**src/rtl/msi_scan_pkg.sv**
```systemverilog
package msi_scan_pkg;

    typedef enum logic [2:0] {
        S_IDLE,
        S_SUM_RD,
        S_PICK_IDX,
        S_IDX_RD,
        S_PICK_BIT,
        S_EMIT,
        S_DONE
    } scan_state_e;

endpackage

```
**src/rtl/msi_lsb_find.sv**
```systemverilog
// Lowest-set-bit finder: pos is the smallest i with vec[i] set.
module msi_lsb_find #(
    parameter int W = 16,
    localparam int PW = (W > 1) ? $clog2(W) : 1
) (
    input  logic [W-1:0]  vec,
    output logic          found,
    output logic [PW-1:0] pos
);
    always_comb begin
        found = |vec;
        pos   = '0;
        for (int i = W - 1; i >= 0; i--) begin
            if (vec[i]) pos = PW'(i);
        end
    end
endmodule

```
**src/rtl/msi_vec_align.sv**
```systemverilog
// Interleaved vector number, then rounded down to a multiple of the core count.
module msi_vec_align #(
    parameter int NUM_GROUPS    = 16,
    parameter int IDX_PER_GROUP = 8,
    parameter int BITS_PER_IDX  = 16,
    parameter int MAX_CORES     = 8,
    localparam int GRP_W  = $clog2(NUM_GROUPS),
    localparam int IDX_W  = $clog2(IDX_PER_GROUP),
    localparam int BIT_W  = $clog2(BITS_PER_IDX),
    localparam int CORE_W = $clog2(MAX_CORES + 1),
    localparam int VEC_W  = $clog2(NUM_GROUPS * IDX_PER_GROUP * BITS_PER_IDX)
) (
    input  logic [GRP_W-1:0]  grp,
    input  logic [IDX_W-1:0]  idx,
    input  logic [BIT_W-1:0]  bitn,
    input  logic [CORE_W-1:0] core_cnt,
    output logic [VEC_W-1:0]  vec_num
);
    logic [VEC_W-1:0]  raw;
    logic [CORE_W-1:0] core_eff;
    logic [VEC_W-1:0]  rem;

    always_comb begin
        raw      = (VEC_W'(idx) * VEC_W'(BITS_PER_IDX) + VEC_W'(bitn))
                   * VEC_W'(NUM_GROUPS) + VEC_W'(grp);
        core_eff = (core_cnt == '0) ? CORE_W'(1) : core_cnt;
        rem      = raw % VEC_W'(core_eff);
        vec_num  = raw - rem;
    end
endmodule

```
**src/rtl/msi_pend_scan.sv**
```systemverilog
module msi_pend_scan
    import msi_scan_pkg::*;
#(
    parameter int NUM_GROUPS    = 16,
    parameter int IDX_PER_GROUP = 8,
    parameter int BITS_PER_IDX  = 16,
    parameter int MAX_CORES     = 8,
    parameter int GRP_IN_W      = 5,
    localparam int GRP_W  = $clog2(NUM_GROUPS),
    localparam int IDX_W  = $clog2(IDX_PER_GROUP),
    localparam int BIT_W  = $clog2(BITS_PER_IDX),
    localparam int CORE_W = $clog2(MAX_CORES + 1),
    localparam int VEC_W  = $clog2(NUM_GROUPS * IDX_PER_GROUP * BITS_PER_IDX),
    localparam int CNT_W  = $clog2(IDX_PER_GROUP * BITS_PER_IDX + 1),
    localparam int RD_W   = (IDX_PER_GROUP > BITS_PER_IDX) ? IDX_PER_GROUP : BITS_PER_IDX
) (
    input  logic                clk,
    input  logic                rst_n,
    input  logic                req_valid,
    output logic                req_ready,
    input  logic [GRP_IN_W-1:0] req_grp,
    input  logic [CORE_W-1:0]   core_cnt,
    output logic                rd_req,
    output logic                rd_is_sum,
    output logic [GRP_W-1:0]    rd_grp,
    output logic [IDX_W-1:0]    rd_idx,
    input  logic                rd_valid,
    input  logic [RD_W-1:0]     rd_data,
    output logic                vec_valid,
    input  logic                vec_ready,
    output logic [VEC_W-1:0]    vec_num,
    output logic                done,
    output logic [CNT_W-1:0]    done_count
);

    scan_state_e state_q, state_d;

    logic [GRP_W-1:0]         grp_q;
    logic [IDX_PER_GROUP-1:0] sum_q;
    logic [IDX_W-1:0]         idx_q;
    logic [BITS_PER_IDX-1:0]  bits_q;
    logic [BIT_W-1:0]         bit_q;
    logic [CNT_W-1:0]         cnt_q;

    logic             sum_found;
    logic [IDX_W-1:0] sum_pos;
    logic             bit_found;
    logic [BIT_W-1:0] bit_pos;
    logic             grp_bad;

    assign grp_bad = (req_grp >= GRP_IN_W'(NUM_GROUPS));

    msi_lsb_find #(.W(IDX_PER_GROUP)) u_idx_find (
        .vec   (sum_q),
        .found (sum_found),
        .pos   (sum_pos)
    );

    msi_lsb_find #(.W(BITS_PER_IDX)) u_bit_find (
        .vec   (bits_q),
        .found (bit_found),
        .pos   (bit_pos)
    );

    msi_vec_align #(
        .NUM_GROUPS    (NUM_GROUPS),
        .IDX_PER_GROUP (IDX_PER_GROUP),
        .BITS_PER_IDX  (BITS_PER_IDX),
        .MAX_CORES     (MAX_CORES)
    ) u_align (
        .grp      (grp_q),
        .idx      (idx_q),
        .bitn     (bit_q),
        .core_cnt (core_cnt),
        .vec_num  (vec_num)
    );

    // State register
    always_ff @(posedge clk or negedge rst_n) begin
        if (!rst_n) state_q <= S_IDLE;
        else        state_q <= state_d;
    end

    // Next-state decode
    always_comb begin
        state_d = state_q;
        unique case (state_q)
            S_IDLE:     if (req_valid) state_d = grp_bad ? S_DONE : S_SUM_RD;
            S_SUM_RD:   if (rd_valid) state_d = S_PICK_IDX;
            S_PICK_IDX: state_d = sum_found ? S_IDX_RD : S_DONE;
            S_IDX_RD:   if (rd_valid) state_d = S_PICK_BIT;
            S_PICK_BIT: state_d = bit_found ? S_EMIT : S_PICK_IDX;
            S_EMIT:     if (vec_ready) state_d = S_PICK_BIT;
            S_DONE:     state_d = S_IDLE;
            default:    state_d = S_IDLE;
        endcase
    end

    // Outputs
    always_comb begin
        req_ready  = (state_q == S_IDLE);
        rd_req     = (state_q == S_SUM_RD) || (state_q == S_IDX_RD);
        rd_is_sum  = (state_q == S_SUM_RD);
        rd_grp     = grp_q;
        rd_idx     = idx_q;
        vec_valid  = (state_q == S_EMIT);
        done       = (state_q == S_DONE);
        done_count = cnt_q;
    end

    // Scan datapath: local copies of the pending masks, cleared as handled
    always_ff @(posedge clk or negedge rst_n) begin
        if (!rst_n) begin
            grp_q  <= '0;
            sum_q  <= '0;
            idx_q  <= '0;
            bits_q <= '0;
            bit_q  <= '0;
            cnt_q  <= '0;
        end else begin
            unique case (state_q)
                S_IDLE: begin
                    if (req_valid) begin
                        grp_q <= req_grp[GRP_W-1:0];
                        cnt_q <= '0;
                        sum_q <= '0;
                    end
                end
                S_SUM_RD: begin
                    if (rd_valid) sum_q <= rd_data[IDX_PER_GROUP-1:0];
                end
                S_PICK_IDX: begin
                    if (sum_found) idx_q <= sum_pos;
                end
                S_IDX_RD: begin
                    if (rd_valid) bits_q <= rd_data[BITS_PER_IDX-1:0];
                end
                S_PICK_BIT: begin
                    if (bit_found) bit_q <= bit_pos;
                    else           sum_q[idx_q] <= 1'b0;
                end
                S_EMIT: begin
                    if (vec_ready) begin
                        bits_q[bit_q] <= 1'b0;
                        cnt_q         <= cnt_q + CNT_W'(1);
                    end
                end
                S_DONE: ;
                default: ;
            endcase
        end
    end

endmodule

```
**config.mk**
```make
export PLATFORM = sky130hd
export DESIGN_NAME = msi_pend_scan
export DESIGN_NICKNAME = d
export VERILOG_FILES = /design/src/rtl/msi_scan_pkg.sv /design/src/rtl/msi_lsb_find.sv /design/src/rtl/msi_vec_align.sv /design/src/rtl/msi_pend_scan.sv
export SDC_FILE = /design/constraint.sdc
export NUM_CORES = 1
export LEC_CHECK = 0
export ABC_AREA = 1
export BUFFER_PORTS_ARGS = -buffer_cell sky130_fd_sc_hd__buf_2
export CORE_MARGIN = 5
export CORE_UTILIZATION = 60
export DETAILED_ROUTE_END_ITERATION = 10
export PLACE_DENSITY = 0.81
export SETUP_SLACK_MARGIN = 0.02
export SLEW_MARGIN = 30
export SYNTH_ARGS = -nofsm -noshare
export SYNTH_HDL_FRONTEND = slang
export SYNTH_SLANG_ARGS = --single-unit
```
**constraint.sdc**
```tcl
create_clock -name clk -period 69.9 [get_ports clk]
set_input_delay 13.98 -clock clk [delete_from_list [all_inputs] [get_ports clk]]
set_output_delay 13.98 -clock clk [all_outputs]
set_load 0.03 [all_outputs]
```
* After elaboration in Yosys (flattened, before gate mapping)
Cells that the tools add are included.
** Storage, ports and cells
- Bits in latches :: 0
- Memory bits (read-only) :: 0
- Output and inout bits :: 31
- Bits in writable memories :: 0
- Register bits :: 46
- Word-level logic and storage cells :: 95
- Input bits :: 30
- Memories kept :: 0
** Operators by class
- Multipliers :: 0
- Reductions and logical operators :: 17
- Eq/ne operators :: 11
- Bitwise logic cells :: 4
- Order comparisons :: 5
- $add $sub $neg :: 4
- Multiplexer cells :: 46
- Div/mod/pow operators :: 1
- Shift-type cells :: 0
** Operators with widths (count)
- two-way mux 4 bit :: 17
- two-way mux 3 bit :: 15
- two-way mux 16 bit :: 2
- two-way mux 8 bit :: 4
- case mux 16 bit (2 select lines) :: 1
- case mux 8 bit (3 select lines) :: 1
- case mux 3 bit (6 select lines) :: 1
- bitwise AND 16 bit :: 1
- inverter 16 bit :: 1
- case mux 8 bit (2 select lines) :: 1
- OR reduction 16 bit :: 1
- adder 11 x 4 -> 11 bit :: 1
- modulo 11 x 4 -> 11 bit :: 1
- subtractor 11 bit :: 1
- equality test 3 bit (second input constant) :: 3
- adder 8 x 1 -> 8 bit (second input constant) :: 1
- bitwise AND 8 bit :: 1
- inverter 8 bit :: 1
- AND reduction 4 bit :: 2
- OR reduction 8 bit :: 1
- adder 7 x 4 -> 7 bit :: 1
- equality test 3 x 2 -> 1 bit (second input constant) :: 2
- inequality test 2 bit (second input constant) :: 3
- AND reduction 2 bit :: 3
- other kinds (17) :: 22

* Logic depth before layout (Yosys ltp)
- Word-level depth :: 16
- Gate-level depth with buffers :: 119
- Gate-level depth less buffers :: 117

* Cells and area by module
From an unflattened synthesis, not the netlist that was laid out.
** Second synthesis, totals
- Cells, all modules :: 1018
- Area total of the unflattened synthesis :: 6135.9 µm²
** Modules (own cells, without submodules)
- msi_vec_align :: times used 1, area an instance 3280.6 µm², seq. area each 0.0 µm², cells an instance 568
- msi_pend_scan :: times used 1, area an instance 2547.4 µm², seq. area each 1151.1 µm², cells an instance 379
- msi_lsb_find at u_bit_find :: times used 1, area an instance 209.0 µm², seq. area each 0.0 µm², cells an instance 49
- msi_lsb_find at u_idx_find :: times used 1, area an instance 98.8 µm², seq. area each 0.0 µm², cells an instance 22

* Worst setup path before layout
OpenSTA, ideal clock, no wires.
- Path kind :: in2out
- From :: in core_cnt[1]
- To :: out vec_num[10]
- Path slack :: 27.051 ns
- Stages :: 115
- Data required time :: 55.920 ns
- Path buffers :: 2
- Data arrival time :: 28.869 ns
- Cells stage by stage :: inv_2 > nand2_1 > nand2_4 > inv_1 > ha_1 > o21ai_1 > nand2_1 > nand2_1 > o21ai_0 > ha_1 > nand2_4 > nand2_2 > nand2_4 > nand2_4 > nand2_2 > nand2_1 > nand2_1 > ha_1 > (+79 left out) > nand3_4 > buf_6 > nand2_1 > o21ai_1 > ha_1 > fa_1 > o21ai_0 > a21oi_1 > inv_1 > a21oi_1 > o21ai_0 > a21oi_1 > nor2_1 > nor2_1 > xor2_1 > xor2_1 > nand3_1 > nand2_1
** On the way
- Word-level cells in the longest chain between the ends :: 4
** Ends and longest elaborated chain
- start, declared :: line msi_pend_scan.sv:22 : input logic [CORE_W-1:0] core_cnt,
- logical NOT 4 bit :: line msi_vec_align.sv:26 : core_eff = (core_cnt == '0) ? CORE_W'(1) : core_cnt;
- two-way mux 4 bit * :: line msi_vec_align.sv:26
- modulo 11 x 4 -> 11 bit * :: line msi_vec_align.sv:27 : rem = raw % VEC_W'(core_eff);
- subtractor 11 bit * :: line msi_vec_align.sv:28 : vec_num = raw - rem;
- end, declared :: line msi_pend_scan.sv:31 : output logic [VEC_W-1:0] vec_num,
Every way passes the cells marked *; elsewhere a longest branch is shown, timed or not.

* Worst setup path in the final report
Ends and elaborated chain as after synthesis.

==> run metrics <==
Top cell by count, worst path=nand2_1; clock skew=0.0121 ns; Root Buffer=clkbuf_8; post-cts hold buffer count=0; largest cells by area after synthesis=dfrtp_1 (20%), nand2_1 (11%), ha_1 (10%), inv_1 (8.0%), o21ai_0 (5.5%); vias per cell=5.70; worst setup path startpoint=core_cnt[1]; post-synth top area share=20.5%; die height=107 um; fin util=66.1%; slew margin rel.=50.1%; Yosys cell types=50; R2R Setup Slk=67.29 ns; status=finished clean; dpl hpwl=11.6 mm; clk buf depth=2; setup tns final=0 ns; Yosys Warn Count=0; Clock Latency Late Sink=0.30 ns; worst hold endpoint=sum_q[6]; crit-path max FO=15; DR pass1 iterations=5; Cell Area, Synth=5620 sq um; Reg-to-Reg End=bits_q[3]; start of the worst register-to-register path=state_q[0]; die area=11400 sq um; largest stage delay on the critical path=0.41 ns; area of the multi-input gates=3880 sq um; clk slew on worst S/H paths=0.09 ns; CP Class=in2out; Slew Limit Fails=0; CP max-delay cell=fa_1; synthesized net count=913; Final Non-Filler Cells=1000; Layout fillers=831; initial antenna violation count=0; number of diodes=0; CP arrival=31.32 ns; Synth area leader=dfrtp_1; chip width=107 um; PortBufs=60; first-pass GRT wire length=24.2 mm; Startpoint Class=input port; ys flop type=dfrtp_1; final critical-path share of the clock period=64.8%; CTS Buf Count=5; CTS H-tree depth=2; Hold WC Path Type=reg2reg; worst hold path startpoint=sum_q[6]; RD Place Congestion=0.927; Max Cap Viol=0; placed cell count=992; number of global-route vias before repair=5494; Final nets=965; fraction of layout cells with a size suffix above 1=17.1%; Required @ worst endpoint=55.92 ns; Slew @ Worst Pin=0.743 ns; TritonCTS clock tree=built; Post-Syn Area per Cell=6.72 sq um; Vias=5698; core area=9200 sq um; asr flop ratio synth=100%; # rows=35; sequential area share after synthesis=20.5%; largest net degree at the start of global routing=47; Iteration-0 DRC Markers=371; RSZ-0062 raised after global routing=false; Reg2Reg Depth=9; total track usage=25.3%; fin crit period=45.30 ns; Crit. End Element=primary output; Fmax=22.1 MHz; Final setup viols=0; Starting Density=61.1%; CTS resizes=0; drt drc=0; total grt overflow=0; I/O pin total=61; Layout area overhead=8.24%; final count of hold timing violations=0; register area=1150 sq um; Yosys reg bits=46; antenna-violating nets left=0; number of flops mapped to enable cells by yosys=0; post-synthesis cell count=836; Num Clock Sinks=46; post-CTS setup buffer count=0; hold path cells=1; DR WL/cell=14.0 um; final wirelength=14.0 mm
[through the flow]
stage / setup slack, ns / cell area, sq um / hold slack (ns)
floorplan: 27.05 / 5620 / 0.465
CTS: 24.72 / 6070 / 0.522
detailed placement: 24.80 / 5980 / 0.500
global placement: 25.48 / 5980 / 0.497
global route: 22.62 / 6080 / 0.557
finish: 24.60 / 6080 / 0.518
[cells by family (layout without fill, tap and decap cells)]
logic type | count (synthesis) | in the layout | synth area share, %
and+or+nand+nor | 389 | 389 | 35.4
AOI/OAI and AO/OA | 167 | 167 | 17.4
buffers and inverters | 151 | 204 | 10.4
adders and majority gates | 47 | 47 | 10.7
DFF | 46 | 46 | 20.5
xor gates and xnor gates | 36 | 36 | 5.61
[placed cells by master, fill, tap and decap left out, types with 12 or more instances in the layout]
cell and instances:
buf_2 59, nand2_2 14, nor3_1 20, dfrtp_1 46
inv_2 15, inv_1 120, xnor2_1 13, o21ai_0 62
nand2_4 12, nand3_1 61, nor2_1 63, ha_1 45
xor2_1 23, a21oi_1 50, nand2_1 159
[synthesized netlist by cell type (2+ instances only)]
library cell and count:
a211oi_1 2, a21o_1 4, a21oi_1 51, a311oi_1 2
a31oi_1 3, a32o_1 8, buf_6 2, clkbuf_1 12
dfrtp_1 46, fa_1 2, ha_1 45, inv_1 120
inv_2 15, nand2_1 159, nand2_2 14, nand2_4 12
nand3_1 61, nand3_2 9, nand3_4 4, nand3b_1 5
nand4_1 9, nor2_1 63, nor2_2 7, nor2_4 5
nor3_1 20, nor3_4 2, nor4_1 4, o2111ai_1 2
o211ai_1 2, o21a_1 2, o21ai_0 62, o21ai_1 11
o21ai_2 6, o21bai_1 3, o22ai_1 2, o31ai_1 4
or2_1 3, or2_2 5, or3_1 3, xnor2_1 13
xor2_1 23
[layout make-up]
class | instances | share of cell area (%)
clock buffer | 5 | 1.13
inverter | 136 | 8.40
tap | 111 | 2.28
sequential | 46 | 18.9
clock inverter | 3 | 0.350
multi-input combinational | 639 | 63.9
timing repair buffer | 60 | 4.98
[registers in the layout, indices dropped and copies added, names as in the netlist]
register / count
rd_idx: 3
bits_q: 16
state_q: 3
rd_grp: 4
done_count: 8
sum_q: 8
bit_q: 4
[worst max-delay path, delay by kind of cell]
family / cells / cell delay [ns]
adders and majority gates: 12 / 3.69
and+or+nand+nor: 50 / 5.96
AOI/OAI and AO/OA: 33 / 5.32
buffers and inverters: 19 / 1.92
xor gates and xnor gates: 2 / 0.37
[worst max-delay path by stage]
stage	slack [ns]	to	cells past startpoint
3_3_place_gp	25.48	vec_num[10]	116
5_1_grt	22.62	vec_num[10]	115
2_1_floorplan	27.05	vec_num[10]	115
3_5_place_dp	24.80	vec_num[10]	115
4_1_cts	24.72	vec_num[10]	115
6_report	24.60	vec_num[10]	116
[routing by layer]
metal  track usage (%)  part of all wire [%]
met5                 0                     0
met1              32.3                    44
met2              45.3                    48
met3              2.77                   5.7
met4              6.76                   1.9
Power is left out: the tool's default activity adds up to more than one toggle a clock period on the data nets, which glitch-free logic cannot reach.
